File: config.mk
export PLATFORM = sky130hd
export DESIGN_NAME = spi_addr_regslave
export DESIGN_NICKNAME = d
export VERILOG_FILES = /design/src/rtl/spi_addr_regslave_pkg.sv /design/src/rtl/sar_sync.sv /design/src/rtl/sar_rx_framer.sv /design/src/rtl/sar_tx_shift.sv /design/src/rtl/spi_addr_regslave.sv
export SDC_FILE = /design/constraint.sdc
export NUM_CORES = 1
export LEC_CHECK = 0
export BUFFER_PORTS_ARGS = -buffer_cell sky130_fd_sc_hd__buf_4
export CAP_MARGIN = 10
export CORE_UTILIZATION = 55
export CTS_CLUSTER_SIZE = 40
export DETAILED_ROUTE_END_ITERATION = 6
export GPL_TIMING_DRIVEN = 1
export PLACE_DENSITY = 0.76
export SLEW_MARGIN = 20
export SYNTH_ARGS = -nofsm -noshare
export SYNTH_HDL_FRONTEND = slang
export SYNTH_HIERARCHICAL = 1
export SYNTH_SLANG_ARGS = --single-unit
File: constraint.sdc
create_clock -name clk -period 5.7 [get_ports clk]
set_input_delay 0.57 -clock clk [delete_from_list [all_inputs] [get_ports clk]]
set_output_delay 0.57 -clock clk [all_outputs]
set_load 0.02 [all_outputs]
File: src/rtl/spi_addr_regslave_pkg.sv
package spi_addr_regslave_pkg;
   typedef enum logic [1:0] {PH_OP, PH_ADDR, PH_DATA, PH_SKIP} phase_e;
   localparam logic [3:0] OP_FAMILY    = 4'b0100;
   localparam int         CFG_SEQ_BIT  = 5;
   localparam int         CFG_HWA_BIT  = 3;
   localparam int         BYTE_W       = 8;
endpackage

File: src/rtl/sar_sync.sv
module sar_sync #(
   parameter int WIDTH  = 1,
   parameter int STAGES = 2,
   parameter logic [WIDTH-1:0] RESET_VAL = '0
) (
   input  logic             clk,
   input  logic             rst_n,
   input  logic [WIDTH-1:0] d,
   output logic [WIDTH-1:0] q
);
   initial assert (STAGES >= 2) else $fatal(1, "sar_sync needs two stages or more");

   for (genvar i = 0; i < STAGES; i++) begin : g_stg
      logic [WIDTH-1:0] r;
      if (i == 0) begin : g_first
         always_ff @(posedge clk or negedge rst_n) begin
            if (!rst_n) r <= RESET_VAL;
            else        r <= d;
         end
      end else begin : g_next
         always_ff @(posedge clk or negedge rst_n) begin
            if (!rst_n) r <= RESET_VAL;
            else        r <= g_stg[i-1].r;
         end
      end
   end

   assign q = g_stg[STAGES-1].r;
endmodule

File: src/rtl/sar_rx_framer.sv
module sar_rx_framer
   import spi_addr_regslave_pkg::*;
(
   input  logic              clk,
   input  logic              rst_n,
   input  logic              sck_s,
   input  logic              cs_n_s,
   input  logic              mosi_s,
   output logic              byte_done,
   output logic [BYTE_W-1:0] rx_byte,
   output logic              sck_fall,
   output logic              bit_idle
);
   localparam int CW = $clog2(BYTE_W);

   logic              sck_d;
   logic              sck_rise;
   logic [CW-1:0]     cnt_q;
   logic [BYTE_W-2:0] sh_q;

   assign sck_rise  = sck_s & ~sck_d & ~cs_n_s;
   assign sck_fall  = ~sck_s & sck_d & ~cs_n_s;
   assign bit_idle  = (cnt_q == '0);
   assign byte_done = sck_rise && (cnt_q == CW'(BYTE_W-1));
   assign rx_byte   = {sh_q, mosi_s};

   always_ff @(posedge clk or negedge rst_n) begin
      if (!rst_n) begin
         sck_d <= 1'b0;
         cnt_q <= '0;
         sh_q  <= '0;
      end else begin
         sck_d <= sck_s;
         if (cs_n_s) begin
            cnt_q <= '0;
         end else if (sck_rise) begin
            cnt_q <= cnt_q + 1'b1;
            sh_q  <= {sh_q[BYTE_W-3:0], mosi_s};
         end
      end
   end
endmodule

File: src/rtl/sar_tx_shift.sv
module sar_tx_shift
   import spi_addr_regslave_pkg::*;
(
   input  logic              clk,
   input  logic              rst_n,
   input  logic              clear,
   input  logic              load,
   input  logic [BYTE_W-1:0] load_val,
   input  logic              shift,
   output logic              bit_out
);
   logic [BYTE_W-1:0] sh_q;

   always_ff @(posedge clk or negedge rst_n) begin
      if (!rst_n)     sh_q <= '0;
      else if (clear) sh_q <= '0;
      else if (load)  sh_q <= load_val;
      else if (shift) sh_q <= {sh_q[BYTE_W-2:0], 1'b0};
   end

   assign bit_out = sh_q[BYTE_W-1];
endmodule

File: src/rtl/spi_addr_regslave.sv
module spi_addr_regslave
   import spi_addr_regslave_pkg::*;
#(
   parameter int LOG_REGS    = 11,
   parameter int CFG_REG     = 5,
   parameter bit PAIRED      = 1'b0,
   parameter int SYNC_STAGES = 2,
   localparam int NBYTES     = PAIRED ? 2*LOG_REGS : LOG_REGS,
   localparam int AW         = (NBYTES > 1) ? $clog2(NBYTES) : 1
) (
   input  logic          clk,
   input  logic          rst_n,
   input  logic          spi_sck,
   input  logic          spi_cs_n,
   input  logic          spi_mosi,
   output logic          spi_miso,
   output logic          spi_miso_oe,
   input  logic [2:0]    hw_addr,
   output logic [AW-1:0] reg_addr,
   output logic [7:0]    reg_wdata,
   output logic          reg_we,
   output logic          reg_re,
   input  logic [7:0]    reg_rdata,
   output logic [7:0]    cfg_out
);
   localparam logic [7:0] LAST = 8'(NBYTES-1);

   initial assert (NBYTES >= 2 && NBYTES <= 256) else $fatal(1, "byte space must be 2..256");
   initial assert (CFG_REG >= 0 && CFG_REG < LOG_REGS) else $fatal(1, "CFG_REG outside register space");

   // input synchronization
   logic sck_s, cs_n_s, mosi_s;
   sar_sync #(.WIDTH(3), .STAGES(SYNC_STAGES), .RESET_VAL(3'b010)) u_sync (
      .clk   (clk),
      .rst_n (rst_n),
      .d     ({spi_sck, spi_cs_n, spi_mosi}),
      .q     ({sck_s, cs_n_s, mosi_s})
   );

   // bit framing
   logic       byte_done, sck_fall, bit_idle;
   logic [7:0] rx_byte;
   sar_rx_framer u_rx (
      .clk       (clk),
      .rst_n     (rst_n),
      .sck_s     (sck_s),
      .cs_n_s    (cs_n_s),
      .mosi_s    (mosi_s),
      .byte_done (byte_done),
      .rx_byte   (rx_byte),
      .sck_fall  (sck_fall),
      .bit_idle  (bit_idle)
   );

   // frame state
   phase_e        phase_q;
   logic          rd_q;
   logic [7:0]    ptr_q;
   logic [7:0]    cfg_q;
   logic [7:0]    pend_q;
   logic          we_q, re_q;
   logic [AW-1:0] addr_q;
   logic [7:0]    wdata_q;

   // target address for the current byte event
   logic [7:0] tgt, tgt_next;
   logic       tgt_cfg, tgt_ok, op_match, seq_fixed;
   logic [2:0] want_sel;

   assign tgt       = (phase_q == PH_ADDR) ? rx_byte : ptr_q;
   assign tgt_ok    = (tgt <= LAST);
   assign seq_fixed = cfg_q[CFG_SEQ_BIT];
   assign tgt_next  = seq_fixed ? tgt : ((tgt >= LAST) ? 8'h00 : tgt + 8'd1);
   assign want_sel  = cfg_q[CFG_HWA_BIT] ? hw_addr : 3'b000;
   assign op_match  = (rx_byte[7:4] == OP_FAMILY) && (rx_byte[3:1] == want_sel);

   if (PAIRED) begin : g_paired
      assign tgt_cfg = (tgt[7:1] == 7'(CFG_REG));
   end else begin : g_flat
      assign tgt_cfg = (tgt == 8'(CFG_REG));
   end

   always_ff @(posedge clk or negedge rst_n) begin
      if (!rst_n) begin
         phase_q <= PH_OP;
         rd_q    <= 1'b0;
         ptr_q   <= '0;
         cfg_q   <= '0;
         pend_q  <= '0;
         we_q    <= 1'b0;
         re_q    <= 1'b0;
         addr_q  <= '0;
         wdata_q <= '0;
      end else begin
         we_q <= 1'b0;
         re_q <= 1'b0;
         if (re_q) pend_q <= reg_rdata;
         if (cs_n_s) begin
            phase_q <= PH_OP;
         end else if (byte_done) begin
            unique case (phase_q)
               PH_OP: begin
                  if (op_match) begin
                     phase_q <= PH_ADDR;
                     rd_q    <= rx_byte[0];
                  end else begin
                     phase_q <= PH_SKIP;
                  end
               end
               PH_ADDR, PH_DATA: begin
                  phase_q <= PH_DATA;
                  if (rd_q || phase_q == PH_DATA) ptr_q <= tgt_next;
                  else                            ptr_q <= tgt;
                  if (rd_q) begin
                     if (tgt_cfg) begin
                        pend_q <= cfg_q;
                     end else if (tgt_ok) begin
                        re_q   <= 1'b1;
                        addr_q <= tgt[AW-1:0];
                     end else begin
                        pend_q <= 8'h00;
                     end
                  end else if (phase_q == PH_DATA) begin
                     if (tgt_cfg) begin
                        cfg_q <= rx_byte;
                     end else if (tgt_ok) begin
                        we_q    <= 1'b1;
                        addr_q  <= tgt[AW-1:0];
                        wdata_q <= rx_byte;
                     end
                  end
               end
               default: ;
            endcase
         end
      end
   end

   // serial output
   logic rd_active, in_skip, tx_bit;
   assign rd_active = (phase_q == PH_DATA) && rd_q;
   assign in_skip   = (phase_q == PH_SKIP);

   sar_tx_shift u_tx (
      .clk      (clk),
      .rst_n    (rst_n),
      .clear    (cs_n_s),
      .load     (sck_fall && bit_idle && rd_active),
      .load_val (pend_q),
      .shift    (sck_fall && !bit_idle),
      .bit_out  (tx_bit)
   );

   assign spi_miso_oe = rd_active && !cs_n_s;
   assign spi_miso    = spi_miso_oe & tx_bit;
   assign reg_we      = we_q;
   assign reg_re      = re_q;
   assign reg_addr    = addr_q;
   assign reg_wdata   = wdata_q;
   assign cfg_out     = cfg_q;
endmodule

==> flow_summary_export.csv, run 1 <==
group,metric,value,unit
sta,min_period_over_period,60.9,%
floorplanning,start_util,57.0,%
clock_tree,cts_tree,"built",
final_layout,syn_to_final_growth,15.0,%
floorplanning,rows,28,
run_status,outcome,"finished clean",
global_route,grt_pass1_vias,2162,
clock_tree,clockRootBuffer,"clkbuf_8",
final_layout,diodes,0,
sta,setup_viol,0,
clock_tree,post_cts_resized,0,
sta,min_period,3.47,ns
logic_synthesis,synth_flop_cell,"dfrtp_1",
sta,slew_headroom,46.8,%
final_layout,layout-drive-gt1-share,26.2,%
final_layout,layout_common_cells,"dfrtp_1, buf_4, mux2i_1",
power,p_total,0.991,mW
placement,post-place-cells,384,
final_layout,final_common_cell,"dfrtp_1",
logic_synthesis,synth_edf_count,0,
global_route,antenna_found_initial,0,
clock_tree,cts_buffer_depth,2,
sta,clock_skew,0.00919,ns
floorplanning,coreArea,5920,µm²
routing,ant_nets,0,
routing,drt-initial-drc-count,104,
clock_tree,path_clk_slew,0.08,ns
global_route,grt_pass1_wl,10.5,mm
worst_setup_path,regToRegSetupSlack,2.23,ns
logic_synthesis,syn_nets,307,
routing,wire_per_inst,15.8,µm
sta,fin_tns_setup,0,ns
logic_synthesis,ys_types,57,
clock_tree,insertion_delay,0.35,ns
final_layout,final_cells,400,
sta,rsz0062_at_grt,"false",
worst_setup_path,arrival,3.70,ns
worst_setup_path,reg2reg_from,"phase_q[1]",
routing,vias_per_cell,5.52,
routing,drc,0,
power,p_leak,1.76,nW
floorplanning,die_w,80.3,µm
logic_synthesis,syn_inst,281,
worst_setup_path,path_buf_inv,1,
logic_synthesis,yosysSeqAreaShare,49.0,%
logic_synthesis,ys_ff_latch,66,
routing,drtPass1Iterations,4,
floorplanning,die_area,6450,µm²
routing,wl_met2,3.01,mm
worst_setup_path,path_class,"register to register",
worst_setup_path,startpoint,"phase_q[1]",
sta,drv_slew,0,
worst_setup_path,slowest_delay,0.67,ns
placement,place_hpwl,4.45,mm
floorplanning,io_pins,40,
final_layout,nFillCells,466,
worst_setup_path,path_max_fanout,23,
routing,wl_met3,250,µm
min_path,hold_class,"input pin to async pin",
power,powerDensity,255,nW/µm²
worst_setup_path,reg2regPathDepth,9,
logic_synthesis,synth_area_per_cell,12.0,µm²
worst_setup_path,critPathSlowestCell,"ha_1",
clock_tree,cts.sinks,66,
global_route,grt_max_degree,67,
logic_synthesis,synth_area,3370,µm²
clock_tree,postCtsHoldBufs,0,
power,ir_drop,0.208,mV
placement,gp_congestion,0.829,
worst_setup_path,crit_top_cell,"ha_1",
sta,hold_violations,0,
worst_setup_path,required,5.93,ns
worst_setup_path,setup.worst_path.start_class,"register",
logic_synthesis,async_reset_ff_share,100,%
worst_setup_path,critical_path_depth,9,
logic_synthesis,ys_warn_count,6,
sta,max_clock_freq,288,MHz
clock_tree,cts-buffers-inserted,9,
global_route,grt_usage,22.1,%
final_layout,fin_nets,346,
routing,top_layer_used,"met4",
worst_setup_path,r2r_end,"reg_wdata[6]",
routing,routed_wl,6.33,mm
worst_setup_path,cp_top_family,"adder cells",
job,drv_cap,0,
routing,wl_met1,2.97,mm
clock_tree,cts_setup_buffers,0,
clock_tree,cts_max_level,3,
sta,max_slew.worst_pin.slew,0.796,ns
global_route,grt.overflow.total,0,
placement,io_buffers,39,
routing,dr_total_vias,2206,
worst_setup_path,worstSetupEndpointType,"register",
floorplanning,die_h,80.3,µm
worst_setup_path,crit_chain,"inv_1, ha_1, mux2i_1, ha_1, nor4bb_1, a31o_2, o211ai_4, nor3_4, mux2_4",
-- per-layer routing --
layer	vias to the layer above	GRT usage [%]
li1	1088	-
met1	1062	29.0
met2	46	34.4
met3	10	3.75
met4	0	13.2
met5	-	0
-- power by group --
group / switching, mW / total [mW] / internal, mW
combinational: 0.0274 / 0.0769 / 0.0495
sequential: 0.0593 / 0.551 / 0.492
clock: 0.190 / 0.364 / 0.173
total: 0.277 / 0.991 / 0.714
-- how the worst max path moves through the flow --
stage,end,slack (ns)
after floorplan,reg_wdata[0],2.56
after global placement,reg_wdata[3],2.41
after detailed placement,reg_wdata[5],2.26
after CTS,reg_wdata[7],2.25
after global routing,reg_wdata[7],1.92
final,reg_wdata[6],2.23
-- worst reg2reg max path: stages (launching register included) --
cell      delay [ns]
dfrtp_1         0.42
inv_1           0.10
ha_1            0.67
mux2i_1         0.40
ha_1            0.25
nor4bb_1        0.33
a31o_2          0.20
o211ai_4        0.12
nor3_4          0.52
mux2_4          0.36
-- layout make-up --
class	instances	area, µm²	share of cell area, %
inverters	11	41.3	1.06
clock inverters	6	50.0	1.29
well taps	75	93.8	2.42
flip-flops and latches	66	1650	42.6
multi-input cells	193	1610	41.5
repair buffers	39	293	7.54
clock buffers	10	138	3.55
-- kinds of logic (layout without fill, tap and decap cells) --
group	after synthesis	in the layout	share of synthesized area, %
fa+ha+maj	10	10	3.71
mux	51	51	17.8
simple gates	80	80	14.0
flops	66	66	49.0
buf+inv	22	66	3.23
compound gates	46	46	10.6
xor+xnor	6	6	1.56
-- cell usage after synthesis, types with 3 or more instances --
cell type  number  area [µm²]
a31oi_1         3        18.8
mux2i_1        23         230
o31ai_1         5        37.5
o2bb2ai_1       8        70.1
nor2_1         16        60.1
dfrtp_1        64        1600
mux2_1         11         124
nand3b_1        3        22.5
inv_1          11        41.3
ha_1           10         125
clkbuf_1        5        18.8
a21oi_1         6        30.0
nand2_1        16        60.1
nand3_1         8        40.0
xnor2_1         5        43.8
mux2_4         15         225
nor2b_1        15        93.8
a211oi_1        8        60.1
-- flip-flops by register name (all words and copies together), names as in the netlist, 2 cells and up --
signal	flops
pend_q	8
u_sync/q	3
u_rx/sh_q	7
reg_addr	4
phase_q	2
reg_wdata	8
ptr_q	8
u_tx/sh_q	8
u_sync/g_stg.r	3
u_rx/cnt_q	3
cfg_out	8
-- through the flow --
stage / utilization, % / worst slack [ns] / cell area, µm² / hold slack (ns)
after global placement: 62.4 / 2.41 / 3690 / 0.333
after detailed placement: 62.4 / 2.26 / 3690 / 0.336
after global routing: 65.6 / 1.92 / 3880 / 0.310
final: 65.6 / 2.23 / 3880 / 0.308
after CTS: 65.6 / 2.25 / 3880 / 0.307
after floorplan: - / 2.56 / 3370 / 0.274
Power figures use the tool's default switching activity.
==> inputs of run 2 (changes only) <==
- ABC_AREA: not set -> 1
- CORE_UTILIZATION: 55 -> 53
- clock period: 5.7 -> 3 ns (I/O delays scaled with it)
==> flow_summary_export.csv, run 2 <==
group,metric,value,unit
clock_tree,path_clk_slew,0.08,ns
logic_synthesis,synth_area_per_cell,8.18,µm²
sta,slew_headroom,46.2,%
clock_tree,postCtsHoldBufs,0,
clock_tree,cts_max_level,3,
sta,max_clock_freq,372,MHz
placement,place_hpwl,5.51,mm
logic_synthesis,synth-adder-area-share,3.50,%
placement,gp_congestion,0.936,
routing,dr_total_vias,2920,
floorplanning,rows,29,
worst_setup_path,path_class,"register to register",
power,powerDensity,473,nW/µm²
logic_synthesis,synth_compound_area_share,6.76,%
sta,rsz0062_at_grt,"false",
worst_setup_path,setup.worst_path.start_class,"register",
clock_tree,cts-buffers-inserted,9,
sta,fin_tns_setup,0,ns
sta,worst_slack,0.309,ns
final_layout,layout_common_cells,"nand2_1, dfrtp_1, inv_1",
sta,clock_skew,0.00952,ns
sta,setup_viol,0,
global_route,antenna_found_initial,0,
logic_synthesis,yosys.area.top_type,"dfrtp_1",
worst_setup_path,arrival,2.94,ns
sta,hold_violations,0,
min_path,hold_class,"input pin to async pin",
sta,max_slew.worst_pin.slew,0.807,ns
logic_synthesis,yosys.area.top_type_share,44.8,%
logic_synthesis,synth_simple_gate_area_share,32.4,%
final_layout,layout-drive-gt1-share,21.5,%
logic_synthesis,ys_warn_count,6,
global_route,grt_usage,23.4,%
logic_synthesis,synth_xor_area_share,0.245,%
logic_synthesis,synth_area,3570,µm²
logic_synthesis,ys_ff_latch,66,
floorplanning,coreArea,6420,µm²
final_layout,fin_nets,501,
clock_tree,insertion_delay,0.36,ns
clock_tree,cts_setup_buffers,0,
logic_synthesis,ys_types,36,
routing,wire_per_inst,13.7,µm
logic_synthesis,synthMuxAreaShare,2.52,%
routing,routed_wl,7.62,mm
floorplanning,die_area,7080,µm²
routing,drt-initial-drc-count,176,
placement,dpl_cell_area,3880,µm²
routing,vias_per_cell,5.24,
floorplanning,io_pins,40,
run_status,outcome,"finished with violations",
logic_synthesis,synth_edf_count,0,
placement,io_buffers,39,
clock_tree,cts_tree,"built",
sta,min_period,2.69,ns
final_layout,utilization,63.8,%
final_layout,syn_to_final_growth,14.6,%
logic_synthesis,synth_flop_cell,"dfrtp_1",
routing,drc,11,
clock_tree,cts_buffer_depth,2,
final_layout,stdcell_area,4100,µm²
global_route,grt.overflow.total,0,
clock_tree,clockRootBuffer,"clkbuf_8",
sta,min_period_over_period,89.7,%
global_route,grt_pass1_wl,12.7,mm
logic_synthesis,yosysSeqAreaShare,46.3,%
logic_synthesis,syn_nets,463,
routing,drtPass1Iterations,6,
worst_setup_path,path_max_fanout,18,
final_layout,diodes,0,
global_route,grt_max_degree,67,
placement,place_ws,0.355,ns
logic_synthesis,synth.most_common_cell,"nand2_1",
clock_tree,cts.sinks,66,
worst_setup_path,worstSetupEndpointType,"register",
clock_tree,post_cts_resized,0,
run_status,failed_checks,"DRC",
job,drv_cap,0,
worst_setup_path,required,3.25,ns
logic_synthesis,yosys-top-cells-area,"dfrtp_1, nand2_1, inv_1, nand3_1, nand4_1",
final_layout,final_common_cell,"nand2_1",
power,p_leak,2.11,nW
floorplanning,die_w,84.1,µm
sta,drv_slew,0,
power,ir_drop,0.245,mV
logic_synthesis,syn_inst,437,
logic_synthesis,synth_top_family_by_area,"simple AND/OR/NAND/NOR gates",
logic_synthesis,async_reset_ff_share,100,%
global_route,grt_pass1_vias,2792,
floorplanning,start_util,55.7,%
logic_synthesis,synth_commonest_cells,"nand2_1, dfrtp_1, inv_1, nand3_1, nor2_1",
floorplanning,die_h,84.1,µm
routing,ant_nets,0,
[run 2: changes by cell type in the layout (fill, tap and decap cells not counted), moves of 8 or more]
cell	change
nand3_1	+22
a211oi_1	-8
o21ai_2	+12
inv_1	+34
o2bb2ai_1	-8
o21ai_0	+9
nand2_1	+139
mux2_1	-11
nand4_1	+21
nor2b_1	-15
mux2i_1	-23
mux2_4	-15
[run 2: layout make-up]
cell class / instances / area (µm²)
clock inverter: 5 / 77.6
tap: 77 / 96.3
multi-input combinational: 305 / 1620
timing repair buffer: 40 / 300
fill: 560 / 2330
clock buffer: 11 / 141
sequential: 66 / 1650
inverter: 53 / 201
[run 2: kinds of logic (layout without fill, tap and decap cells)]
| kind of cell | count (synthesis) | in the layout |
|---|---|---|
| AND/OR/NAND/NOR | 252 | 252 |
| multiplexers | 8 | 8 |
| AO/OA/AOI/OAI | 34 | 34 |
| adder cells (fa/ha/maj) | 10 | 10 |
| XOR/XNOR | 1 | 1 |
| buffers and inverters | 66 | 109 |
| flip-flops | 66 | 66 |
[run 2: path summary, 6_finish.rpt]
path                                      startpoint              endpoint  slack (ns)  depth (start not counted)
worst max-delay path                      phase_q[1]          reg_wdata[5]        0.31                         12
worst min-delay path                           rst_n          u_tx/sh_q[6]        0.03                          1
worst max register to register            phase_q[1]          reg_wdata[5]        0.31                         12
worst min register to register  u_sync/g_stg[0].r[2]           u_sync/q[2]        0.35                          0
max in group asynchronous                      rst_n           reg_addr[0]        2.44                          1
min in group clk                            spi_mosi  u_sync/g_stg[0].r[0]        0.05                          1
[run 2: layer usage]
layer  vias up  routed length (µm)  global-route usage (%)
li1       1475                   -                       -
met5         -                   0                       0
met4         0                 214                    12.4
met3        21                 360                    5.54
met2        66                3410                    36.4
met1      1358                3640                    30.4
[run 2: through the flow]
stage,instances,power [mW],hold WS [ns]
after global routing,557,2.01,0.0409
final,557,1.94,0.0265
after floorplan,437,1.05,0.00441
after global placement,541,1.12,0.335
after detailed placement,541,1.12,0.335
after CTS,557,1.94,0.0462
[run 2: critical path: stages, from the launching register on]
cell     delay [ns]
dfrtp_1        0.40
inv_1          0.11
ha_1           0.58
nand2_1        0.14
nand2_1        0.14
inv_1          0.12
ha_1           0.26
nand2_1        0.08
nor2_1         0.06
nor2_4         0.29
nand3_2        0.23
nand2_1        0.14
nand2_1        0.06
[run 2: where the power goes]
group / switching (mW) / internal (mW)
clock network: 0.344 / 0.488
registers: 0.0512 / 0.923
logic: 0.0893 / 0.0426
total: 0.484 / 1.45
==> inputs of run 3 (changes only) <==
==> constraint.sdc (replaced) <==
create_clock -name clk -period 3 [get_ports clk]
set_input_delay 0.15 -clock clk [delete_from_list [all_inputs] [get_ports clk]]
set_output_delay 0.15 -clock clk [all_outputs]
set_load 0.02 [all_outputs]
==> flow_summary_export.csv, run 3 (synthesis gave the netlist of run 2 again) <==
group,metric,value,unit
run_status,outcome,"finished with violations",
run_status,failed_checks,"DRC",
clock_tree,cts-buffers-inserted,9,
sta,min_period_over_period,89.2,%
global_route,grt_pass1_wl,12.7,mm
final_layout,utilization,64.4,%
sta,fin_tns_setup,0,ns
power,powerDensity,469,nW/µm²
floorplanning,die_h,84.1,µm
power,p_sw_share,24.9,%
clock_tree,cts.sinks,66,
job,drv_cap,0,
sta,drv_slew,0,
sta,timing.hold.ws,0.129,ns
power,comb_power_share,7.0,%
worst_setup_path,path_buf_inv,2,
placement,io_buffers,39,
global_route,antenna_found_initial,0,
final_layout,multi_input_area,1620,µm²
routing,drtPass1Iterations,7,
floorplanning,rows,29,
clock_tree,cts_buffer_depth,2,
placement,place_ws,0.355,ns
clock_tree,path_clk_slew,0.07,ns
placement,place_hpwl,5.51,mm
worst_setup_path,required,3.24,ns
worst_setup_path,cp_top_family,"simple AND/OR/NAND/NOR gates",
floorplanning,die_area,7080,µm²
power,p_leak,2.13,nW
sta,hold_violations,0,
routing,drt-initial-drc-count,157,
placement,dpl_cell_area,3880,µm²
clock_tree,cts_setup_buffers,0,
sta,min_period,2.67,ns
clock_tree,post_cts_resized,0,
power,p_total,1.94,mW
placement,gp_congestion,0.936,
sta,clock_skew,0.0115,ns
worst_setup_path,slowest_delay,0.57,ns
power,ir_drop,0.241,mV
final_layout,layout-drive-gt1-share,21.3,%
worst_setup_path,setup.worst_path.start_class,"register",
routing,vias_per_cell,5.30,
final_layout,stdcell_area,4140,µm²
placement,post-place-cells,541,
final_layout,layout_common_cells,"nand2_1, dfrtp_1, inv_1",
floorplanning,start_util,55.7,%
routing,dr_total_vias,2971,
power,clock_power_share,42.7,%
sta,rsz0062_at_grt,"false",
final_layout,final_common_cell,"nand2_1",
routing,wire_per_inst,13.6,µm
sta,max_slew.worst_pin.slew,0.812,ns
global_route,grt.overflow.total,0,
global_route,grt_usage,23.4,%
final_layout,diodes,0,
final_layout,syn_to_final_growth,15.7,%
clock_tree,insertion_delay,0.35,ns
routing,drc,11,
worst_setup_path,crit_chain,"inv_1, ha_1, nand2_1, nand2_1, inv_1, ha_1, nand2_1, nor2_1, nor2_4, nand3_2, nand2_1, nand2_1",
worst_setup_path,critPathSlowestCell,"ha_1",
worst_setup_path,crit_top_cell,"nand2_1",
worst_setup_path,path_class,"register to register",
worst_setup_path,worstSetupEndpointType,"register",
sta,slew_headroom,45.9,%
final_layout,seq_area,1650,µm²
sta,max_clock_freq,374,MHz
final_layout,final_cells,561,
routing,ant_nets,0,
sta,setup_viol,0,
clock_tree,cts_tree,"built",
floorplanning,die_w,84.1,µm
sta,worst_slack,0.325,ns
final_layout,fin_nets,505,
power,seq_power_share,50.3,%
worst_setup_path,arrival,2.91,ns
global_route,grt_pass1_vias,2798,
power,p_int,1.46,mW
worst_setup_path,path_max_fanout,18,
min_path,hold_class,"input pin to register",
power,p_switching,0.483,mW
clock_tree,clockRootBuffer,"clkbuf_8",
final_layout,nFillCells,558,
global_route,grt_max_degree,67,
clock_tree,cts_max_level,3,
floorplanning,io_pins,40,
routing,routed_wl,7.65,mm
floorplanning,coreArea,6420,µm²
run 3: changes by cell type in the layout (fill, tap and decap cells not counted):
cell and delta:
dlygate4sd3_1 +4
run 3: layout make-up:
class | count | share of cell area (%)
sequential | 66 | 40.0
multi-input combinational | 305 | 39.3
timing repair buffer | 44 | 8.23
inverter | 53 | 4.87
clock buffer | 11 | 3.42
tap | 77 | 2.33
clock inverter | 5 | 1.88
run 3: worst min-delay path, cell delays in order:
cell and delay (ns):
buf_4 0.08, mux2_2 0.13, nand2_1 0.04, nand2_1 0.05
run 3: power by group through the flow:
stage                     Sequential (mW)  Clock, mW  Combinational (mW)
after floorplan                     0.966          0              0.0843
after CTS                           0.972      0.837               0.136
after global placement              0.988          0               0.129
after global routing                0.977      0.883               0.157
after detailed placement            0.989          0               0.132
final                               0.975      0.828               0.136
run 3: path summary, 6_finish.rpt:
| kind | depth (start not counted) | start | to | slack, ns |
|---|---|---|---|---|
| setup / recovery | 12 | phase_q[1] | reg_wdata[5] | 0.33 |
| hold / removal | 4 | reg_rdata[3] | pend_q[3] | 0.13 |
| setup reg to reg | 12 | phase_q[1] | reg_wdata[5] | 0.33 |
| hold reg to reg | 0 | u_sync/g_stg[0].r[2] | u_sync/q[2] | 0.35 |
| max in group asynchronous | 2 | rst_n | reg_addr[0] | 2.02 |
| min in group asynchronous | 2 | rst_n | u_tx/sh_q[6] | 0.43 |
run 3: repair_timing:
action                                 CTS  global route
endpoints found under the hold margin   67             0
hold buffers                             4             0
setup endpoints to repair                0             0
run 3: metal layers:
layer	track usage [%]	vias up	share of wire, %
met5	0	-	0
met4	12.4	0	2.9
met3	5.54	21	6.0
met2	36.6	91	45
met1	30.4	1375	46
li1	-	1484	-
